$ cat src/rtl/mul_pkg.sv
package mul_pkg;
  typedef enum logic [1:0] {
    ST_IDLE = 2'd0,
    ST_RUN  = 2'd1,
    ST_DONE = 2'd2
  } mul_state_e;
endpackage

$ cat src/rtl/mul_adder.sv
// Ripple-carry adder of WIDTH bits. The top carry is not produced, because the
// product always fits in WIDTH bits.
module mul_adder #(
  parameter int WIDTH = 8
) (
  input  logic [WIDTH-1:0] a,
  input  logic [WIDTH-1:0] b,
  output logic [WIDTH-1:0] sum
);
  logic [WIDTH-1:0] carry;

  assign carry[0] = 1'b0;

  for (genvar i = 0; i < WIDTH; i++) begin : g_bit
    assign sum[i] = a[i] ^ b[i] ^ carry[i];
    if (i < WIDTH - 1) begin : g_carry
      assign carry[i+1] = (a[i] & b[i]) | (carry[i] & (a[i] ^ b[i]));
    end
  end
endmodule

$ cat src/rtl/mul_ctrl.sv
// Controller: one add cycle for each set multiplier bit, and one shift cycle
// for each multiplier bit.
module mul_ctrl
  import mul_pkg::*;
#(
  parameter int W = 4
) (
  input  logic clk,
  input  logic rst_n,
  input  logic start,
  input  logic mplier_lsb,
  output logic stb_clear,
  output logic stb_add,
  output logic stb_shift,
  output logic done
);
  localparam int CW = $clog2(W + 1);
  localparam logic [CW-1:0] LAST_SHIFT = CW'(W - 1);

  mul_state_e state_q, state_d;
  logic [CW-1:0] cnt_q, cnt_d;

  // Strobe decode
  always_comb begin
    stb_clear = (state_q == ST_IDLE) && start;
    stb_add   = (state_q == ST_RUN) && mplier_lsb;
    stb_shift = (state_q == ST_RUN) && !mplier_lsb;
    done      = (state_q == ST_DONE);
  end

  // Next state
  always_comb begin
    state_d = state_q;
    cnt_d   = cnt_q;
    unique case (state_q)
      ST_IDLE: begin
        if (start) begin
          state_d = ST_RUN;
          cnt_d   = '0;
        end
      end
      ST_RUN: begin
        if (stb_shift) begin
          cnt_d = cnt_q + CW'(1);
          if (cnt_q == LAST_SHIFT) state_d = ST_DONE;
        end
      end
      ST_DONE: state_d = ST_IDLE;
      default: state_d = ST_IDLE;
    endcase
  end

  always_ff @(posedge clk or negedge rst_n) begin
    if (!rst_n) begin
      state_q <= ST_IDLE;
      cnt_q   <= '0;
    end else begin
      state_q <= state_d;
      cnt_q   <= cnt_d;
    end
  end
endmodule

$ cat src/rtl/mul_datapath.sv
// Datapath: a 2W-bit multiplicand, a W-bit multiplier and a 2W-bit accumulator.
module mul_datapath #(
  parameter int W = 4
) (
  input  logic           clk,
  input  logic           rst_n,
  input  logic           load,
  input  logic           add_en,
  input  logic           shift_en,
  input  logic [W-1:0]   op_a,
  input  logic [W-1:0]   op_b,
  output logic           mplier_lsb,
  output logic [2*W-1:0] acc
);
  localparam int P = 2 * W;

  logic [P-1:0] mcand_q, mcand_d;
  logic [W-1:0] mplier_q, mplier_d;
  logic [P-1:0] acc_q, acc_d, sum;
  logic         mcand_en, mplier_en, acc_en;

  mul_adder #(.WIDTH(P)) i_adder (
    .a   (acc_q),
    .b   (mcand_q),
    .sum (sum)
  );

  always_comb begin
    mcand_en  = load | shift_en;
    mplier_en = load | shift_en | add_en;
    acc_en    = load | add_en;

    mcand_d = load ? {{W{1'b0}}, op_a} : {mcand_q[P-2:0], 1'b0};

    if (load)          mplier_d = op_b;
    else if (shift_en) mplier_d = {1'b0, mplier_q[W-1:1]};
    else               mplier_d = {mplier_q[W-1:1], 1'b0};

    acc_d = load ? '0 : sum;
  end

  always_ff @(posedge clk or negedge rst_n) begin
    if (!rst_n) mcand_q <= '0;
    else if (mcand_en) mcand_q <= mcand_d;
  end

  always_ff @(posedge clk or negedge rst_n) begin
    if (!rst_n) mplier_q <= '0;
    else if (mplier_en) mplier_q <= mplier_d;
  end

  always_ff @(posedge clk or negedge rst_n) begin
    if (!rst_n) acc_q <= '0;
    else if (acc_en) acc_q <= acc_d;
  end

  assign mplier_lsb = mplier_q[0];
  assign acc        = acc_q;
endmodule

$ cat src/rtl/shift_add_mul.sv
module shift_add_mul #(
  parameter int W = 4
) (
  input  logic           clk,
  input  logic           rst_n,
  input  logic           start,
  input  logic [W-1:0]   op_a,
  input  logic [W-1:0]   op_b,
  output logic [2*W-1:0] product,
  output logic           done,
  output logic           stb_clear,
  output logic           stb_add,
  output logic           stb_shift
);
  logic [1:0] rst_sync_q;
  logic       rst_int_n;
  logic       mplier_lsb;

  // Reset is applied at once and released on a clock edge.
  always_ff @(posedge clk or negedge rst_n) begin
    if (!rst_n) rst_sync_q <= 2'b00;
    else        rst_sync_q <= {rst_sync_q[0], 1'b1};
  end
  assign rst_int_n = rst_sync_q[1];

  mul_ctrl #(.W(W)) i_ctrl (
    .clk        (clk),
    .rst_n      (rst_int_n),
    .start      (start),
    .mplier_lsb (mplier_lsb),
    .stb_clear  (stb_clear),
    .stb_add    (stb_add),
    .stb_shift  (stb_shift),
    .done       (done)
  );

  mul_datapath #(.W(W)) i_dp (
    .clk        (clk),
    .rst_n      (rst_int_n),
    .load       (stb_clear),
    .add_en     (stb_add),
    .shift_en   (stb_shift),
    .op_a       (op_a),
    .op_b       (op_b),
    .mplier_lsb (mplier_lsb),
    .acc        (product)
  );
endmodule

$ cat config.mk
export PLATFORM = sky130hd
export DESIGN_NAME = shift_add_mul
export DESIGN_NICKNAME = d
export VERILOG_FILES = /design/src/rtl/mul_pkg.sv /design/src/rtl/mul_adder.sv /design/src/rtl/mul_ctrl.sv /design/src/rtl/mul_datapath.sv /design/src/rtl/shift_add_mul.sv
export SDC_FILE = /design/constraint.sdc
export NUM_CORES = 1
export LEC_CHECK = 0
export CORE_MARGIN = 8
export CORE_UTILIZATION = 40
export CTS_BUF_LIST = sky130_fd_sc_hd__clkbuf_16
export DETAILED_ROUTE_END_ITERATION = 12
export SKIP_LAST_GASP = 1
export SLEW_MARGIN = 10
export SYNTH_ARGS = -nofsm -noshare
export SYNTH_HDL_FRONTEND = slang
export SYNTH_SLANG_ARGS = --single-unit
$ cat constraint.sdc
create_clock -name clk -period 2.2 [get_ports clk]
set_clock_uncertainty 0.2 [all_clocks]
set_input_delay 0.44 -clock clk [delete_from_list [all_inputs] [get_ports clk]]
set_output_delay 0.44 -clock clk [all_outputs]
set_load 0.005 [all_outputs]
Word-level counts from Yosys, hierarchy flattened
Index checks and enable logic that the tools add are counted. W data, S select, Z words.

$add $sub $neg: 1. Eq/ne operators: 6. Multiplexer cells: 11. Bitwise operators: 37. Reductions and logical operators: 10.

Operator list (number): $mux W8 (2); $xor A1 B1 Y1 (15); $and A1 B1 Y1 (13); $or A1 B1 Y1 (9); $mux W4 (2); $mux W2 (3); $mux W3 (2); $ne A2 B2 Y1 const B (3); $pmux W3 S2 (1); $reduce_and A3 Y1 (2); $pmux W2 S2 (1); $reduce_bool A2 Y1 (2); $add A3 B1 Y3 const B (1); $eq A3 B2 Y1 const B (1); $logic_and A1 B1 Y1 (3); $eq A2 B1 Y1 const B (1); $eq A2 B2 Y1 const B (1); $logic_not A2 Y1 (1); $reduce_and A2 Y1 (1); $logic_not A1 Y1 (1).

Flip-flop bits (word level): 27. Input bits: 11. Output and inout port bits: 12. Word-level logic and storage cells: 72.

Logic depth before layout (Yosys ltp)
Depth after elaboration: 15. Depth in mapped cells: 11. Depth with buffers taken out: 11.

Cells and area by module
Synthesis repeated with hierarchy kept, for this count alone.

Cells, all modules: 116. Area, all modules: 1407.6 um^2.

Modules (own cells, without submodules): mul_datapath (times used 1, cells an instance 73, area an instance 849.6 um^2, seq. area each 500.5 um^2); mul_ctrl (times used 1, cells an instance 27, area an instance 329.1 um^2, seq. area each 125.1 um^2); mul_adder (times used 1, cells an instance 13, area an instance 175.2 um^2, seq. area each 0.0 um^2); shift_add_mul (times used 1, cells an instance 3, area an instance 53.8 um^2, seq. area each 50.0 um^2).

Least setup slack after synthesis
OpenSTA, ideal clock, no wires.

Path type: register to register. Start: register i_dp.acc_q[0], in the netlist i_dp.acc[0]. End: register i_dp.acc_q[7], in the netlist i_dp.acc[7]. Library setup time: 129 ps. Arrival time: 2773 ps. Required time: 1871 ps. Slack: -903 ps. Stages on the path, launching flop included: 12. Path buffers: 0. Period minus slack after synthesis: 3103 ps. Path through: dfrtp_1 ha_1 fa_1 fa_1 inv_1 fa_1 fa_1 fa_1 fa_1 xor2_1 o211ai_1 o31ai_1.

Longest elaborated chain between the ends: 15.

RTL lines: from (decl) (line mul_datapath.sv:19) `logic [P-1:0] acc_q, acc_d, sum;`; from (signal assigned) (line mul_datapath.sv:53) `if (!rst_n) acc_q <= '0;`; from (signal assigned) (line mul_datapath.sv:54) `else if (acc_en) acc_q <= acc_d;`; $and A1 B1 Y1 (2 in series) (line mul_adder.sv:17) `assign carry[i+1] = (a[i] & b[i]) | (carry[i] & (a[i] ^ b[i]));`; $or A1 B1 Y1 (line mul_adder.sv:17); $and A1 B1 Y1 (line mul_adder.sv:17); $or A1 B1 Y1 (line mul_adder.sv:17); $and A1 B1 Y1 (line mul_adder.sv:17); $or A1 B1 Y1 (line mul_adder.sv:17); $and A1 B1 Y1 (line mul_adder.sv:17); $or A1 B1 Y1 (line mul_adder.sv:17); $and A1 B1 Y1 (line mul_adder.sv:17); $or A1 B1 Y1 (line mul_adder.sv:17); $and A1 B1 Y1 (line mul_adder.sv:17); $or A1 B1 Y1 (line mul_adder.sv:17); $xor A1 B1 Y1 (line mul_adder.sv:15) `assign sum[i] = a[i] ^ b[i] ^ carry[i];`; $mux W8 (line mul_datapath.sv:39) `acc_d = load ? '0 : sum;`.

No other way between the ends. A chain may end at the register's enable or synchronous reset.

Worst setup path after layout
Start: register i_dp.mcand_q[0]. End: register i_dp.acc_q[7], in the netlist i_dp.acc[7].

Longest elaborated chain between the ends: 15.

RTL lines: from (decl) (line mul_datapath.sv:17) `logic [P-1:0] mcand_q, mcand_d;`; from (signal assigned) (line mul_datapath.sv:44) `else if (mcand_en) mcand_q <= mcand_d;`; $and A1 B1 Y1 (2 in series) (line mul_adder.sv:17); $or A1 B1 Y1 (line mul_adder.sv:17); $and A1 B1 Y1 (line mul_adder.sv:17); $or A1 B1 Y1 (line mul_adder.sv:17); $and A1 B1 Y1 (line mul_adder.sv:17); $or A1 B1 Y1 (line mul_adder.sv:17); $and A1 B1 Y1 (line mul_adder.sv:17); $or A1 B1 Y1 (line mul_adder.sv:17); $and A1 B1 Y1 (line mul_adder.sv:17); $or A1 B1 Y1 (line mul_adder.sv:17); $and A1 B1 Y1 (line mul_adder.sv:17); $or A1 B1 Y1 (line mul_adder.sv:17); $xor A1 B1 Y1 (line mul_adder.sv:15); $mux W8 (line mul_datapath.sv:39).

No other way between the ends.

==> reports/metrics.yaml <==
outcome: "finished with violations"
failed_checks: "setup timing"
synth_top_cell_by_area: "dfrtp_1"
die_x_um: 73.1
vias: 996
final-setup-viol-count: 5
grt_pass1_vias: 1070
gr-total-overflow: 0
cts_made_buffers: 3
slowest_stage: "dfrtp_1"
drcViolationCount: 0
die_height_um: 73.1
maxCapViolations: 0
ys_ff_latch: 27
grt_first_pass_wirelength_um: 5100
placed_area_um2: 1680
synthesis.nets: 127
boundaryPins: 23
fillers: 280
fin_ws_ns: -0.849
p_leak_nw: 0.849
cts_sinks: 27
cp_max_fo: 2
critical_path_class: "reg -> reg"
ys_types: 30
final-instance-count-excl-fill: 198
slew_viol_final: 0
gp_congestion: 0.761
numPlacedInstances: 187
arrival_ns: 2.99
dr.first_iter.drc_count: 28
multi_input_area_um2: 551
min_period_ns: 3.05
avgSynthCellArea_um2: 12.2
seq_area_um2: 676
die-area_um2: 5340
postRouteAntennaNets: 0
ys_async_sr_fraction: 1.00
fin_area_um2: 1830
antenna_found_initial: 0
synthFlopType: "dfrtp_1"
worstHoldPathType: "reg -> async"
port_buffers: 22
crit_required_ns: 2.14
htree_levels: 1
clk_latency_ns: 0.26
fmax_mhz: 328
vdd_drop_max_mv: 0.647
cts_root_buf: "clkbuf_16"
synth_most_common_cell: "dfrtp_1"
final_util: 0.596
fin_nets: 175
wl_per_cell_um: 14.7
dp_hpwl_um: 2050
placementRows: 20
dr.pass1.iters: 4
rsz0062_at_grt: "true"
post_route_cells_drive_above_1_share: 0.305
start_kind: "flip-flop"
hold_viol_final: 0
synthesis.area_um2: 1300
grt_max_degree: 26
groute.usage.overall: 0.121
synth.top_cell.area_share: 0.519
n_antenna_cell: 0
crit_path_end_kind: "flip-flop"
cts_tree: "done"
synthCells: 107
synthTopCellsByCount: "dfrtp_1, inv_1, a22o_1"
period_share: 1.39
crit_top_cell: "fa_2"
initial_utilization: 0.423
core_area_um2: 3080
drt-total-wl_um: 2920
slowest_delay_ns: 0.36
power_density_nw_per_um2: 1360
synth_edf_count: 0
clk_pin_slew_ns: 0.07
path_cells: "ha_2, fa_1, fa_1, inv_1, fa_2, fa_2, fa_2, fa_2, xor2_1, o211ai_1, o31ai_1"
seq_area_frac_synth: 0.519
cts.path.max_buffers: 2
synth_warnings: 0
ys_top_cells_by_area: "dfrtp_1, fa_1, a22o_1"
avgViaCountPerCell: 5.03
hold_buffers: 0
area_growth_syn_to_layout_pct: 40.8
rrSetupSlack_ns: -0.85
-- cell usage in the layout (no fill, tap or decap), types with 2 or more instances in the layout --
cell              n
a21oi_1           6
a21oi_2           4
a22o_1           10
buf_4            24
clkbuf_16         3
clkdlybuf4s50_1  17
dfrtp_1          27
dlygate4sd2_1     3
fa_1              2
fa_2              4
ha_1              2
inv_1            11
nand2_1           5
nand3b_1          2
nor2_1            6
nor2_2            2
o2bb2ai_1         3
o2bb2ai_2         2
or3b_4            2
-- critical path: cells and delay by family (launching register included) --
family / cells / cell delay [ns]
fa+ha+maj: 7 / 1.90
flops: 1 / 0.36
compound gates: 2 / 0.26
xor+xnor: 1 / 0.16
buf+inv: 1 / 0.05
-- state kept, by name (all words and copies together) (netlist names) --
signal	flops
i_ctrl.cnt_q	3
i_dp.mcand_q	8
i_dp.mplier_q	4
i_dp.acc	8
rst_sync_q	2
i_ctrl.state_q	2
-- logic make-up (layout without fill, tap and decap cells) --
group / count (synthesis) / in the layout / synth area share
AO/OA/AOI/OAI: 32 / 32 / 0.188
XOR/XNOR: 1 / 1 / 0.00673
flip-flops: 27 / 27 / 0.519
other: 1 / 1 / 0.00288
buffers and inverters: 17 / 64 / 0.0817
adder cells (fa/ha/maj): 9 / 9 / 0.121
AND/OR/NAND/NOR: 20 / 20 / 0.0807
-- where the power goes --
| group | leakage (nW) | switching [mW] | total, mW | internal (mW) |
|---|---|---|---|---|
| registers | 0.345 | 0.122 | 0.803 | 0.682 |
| logic | 0.467 | 0.601 | 1.28 | 0.676 |
| clock network | 0.0371 | 0.176 | 0.423 | 0.247 |
-- final timing paths --
kind / from / to / depth (start not counted)
setup reg to reg: i_dp.mcand_q[0] / i_dp.acc[7] / 11
hold reg to reg: rst_sync_q[1] / i_dp.acc[7] / 1
setup / recovery: i_dp.mcand_q[0] / i_dp.acc[7] / 11
max in group asynchronous: rst_sync_q[1] / i_dp.acc[1] / 1
hold / removal: rst_sync_q[1] / i_dp.acc[7] / 1
min in group clk: rst_sync_q[0] / rst_sync_q[1] / 0
-- timing repair --
item                                    in CTS  in global routing
pin swaps                                    3                  0
resized for setup                            9                  3
buffers inserted                             6                  1
endpoints found under the setup margin       8                  6
hold endpoints to repair                     0                  0
-- final cells by class --
cell class	count	area share
clock inverters	1	0.00409
flip-flops and latches	27	0.368
clock buffers	3	0.0409
inverters	14	0.0382
multi-input cells	63	0.300
well taps	44	0.0300
repair buffers	46	0.218
-- metrics by stage --
stage,setup TNS (ns),setup slack (ns),hold WS (ns),power [mW]
after floorplan,-1.92,-0.780,-0.0556,1.54
after global placement,-3.37,-0.802,0.0328,1.95
after detailed placement,-3.57,-0.886,0.0418,1.99
after CTS,-2.27,-0.863,0.0482,2.48
after global routing,-2.69,-0.985,0.0737,2.72
final,-2.21,-0.849,0.0292,2.50
-- metal layers --
| layer | routed length (um) | up-vias | global-route usage |
|---|---|---|---|
| met1 | 1170 | 499 | 0.142 |
| met5 | 0 | - | 0 |
| li1 | - | 460 | - |
| met4 | 25 | 0 | 0.0400 |
| met2 | 1500 | 33 | 0.201 |
| met3 | 221 | 4 | 0.0412 |
Note: power is estimated with default switching activity, not from simulation.
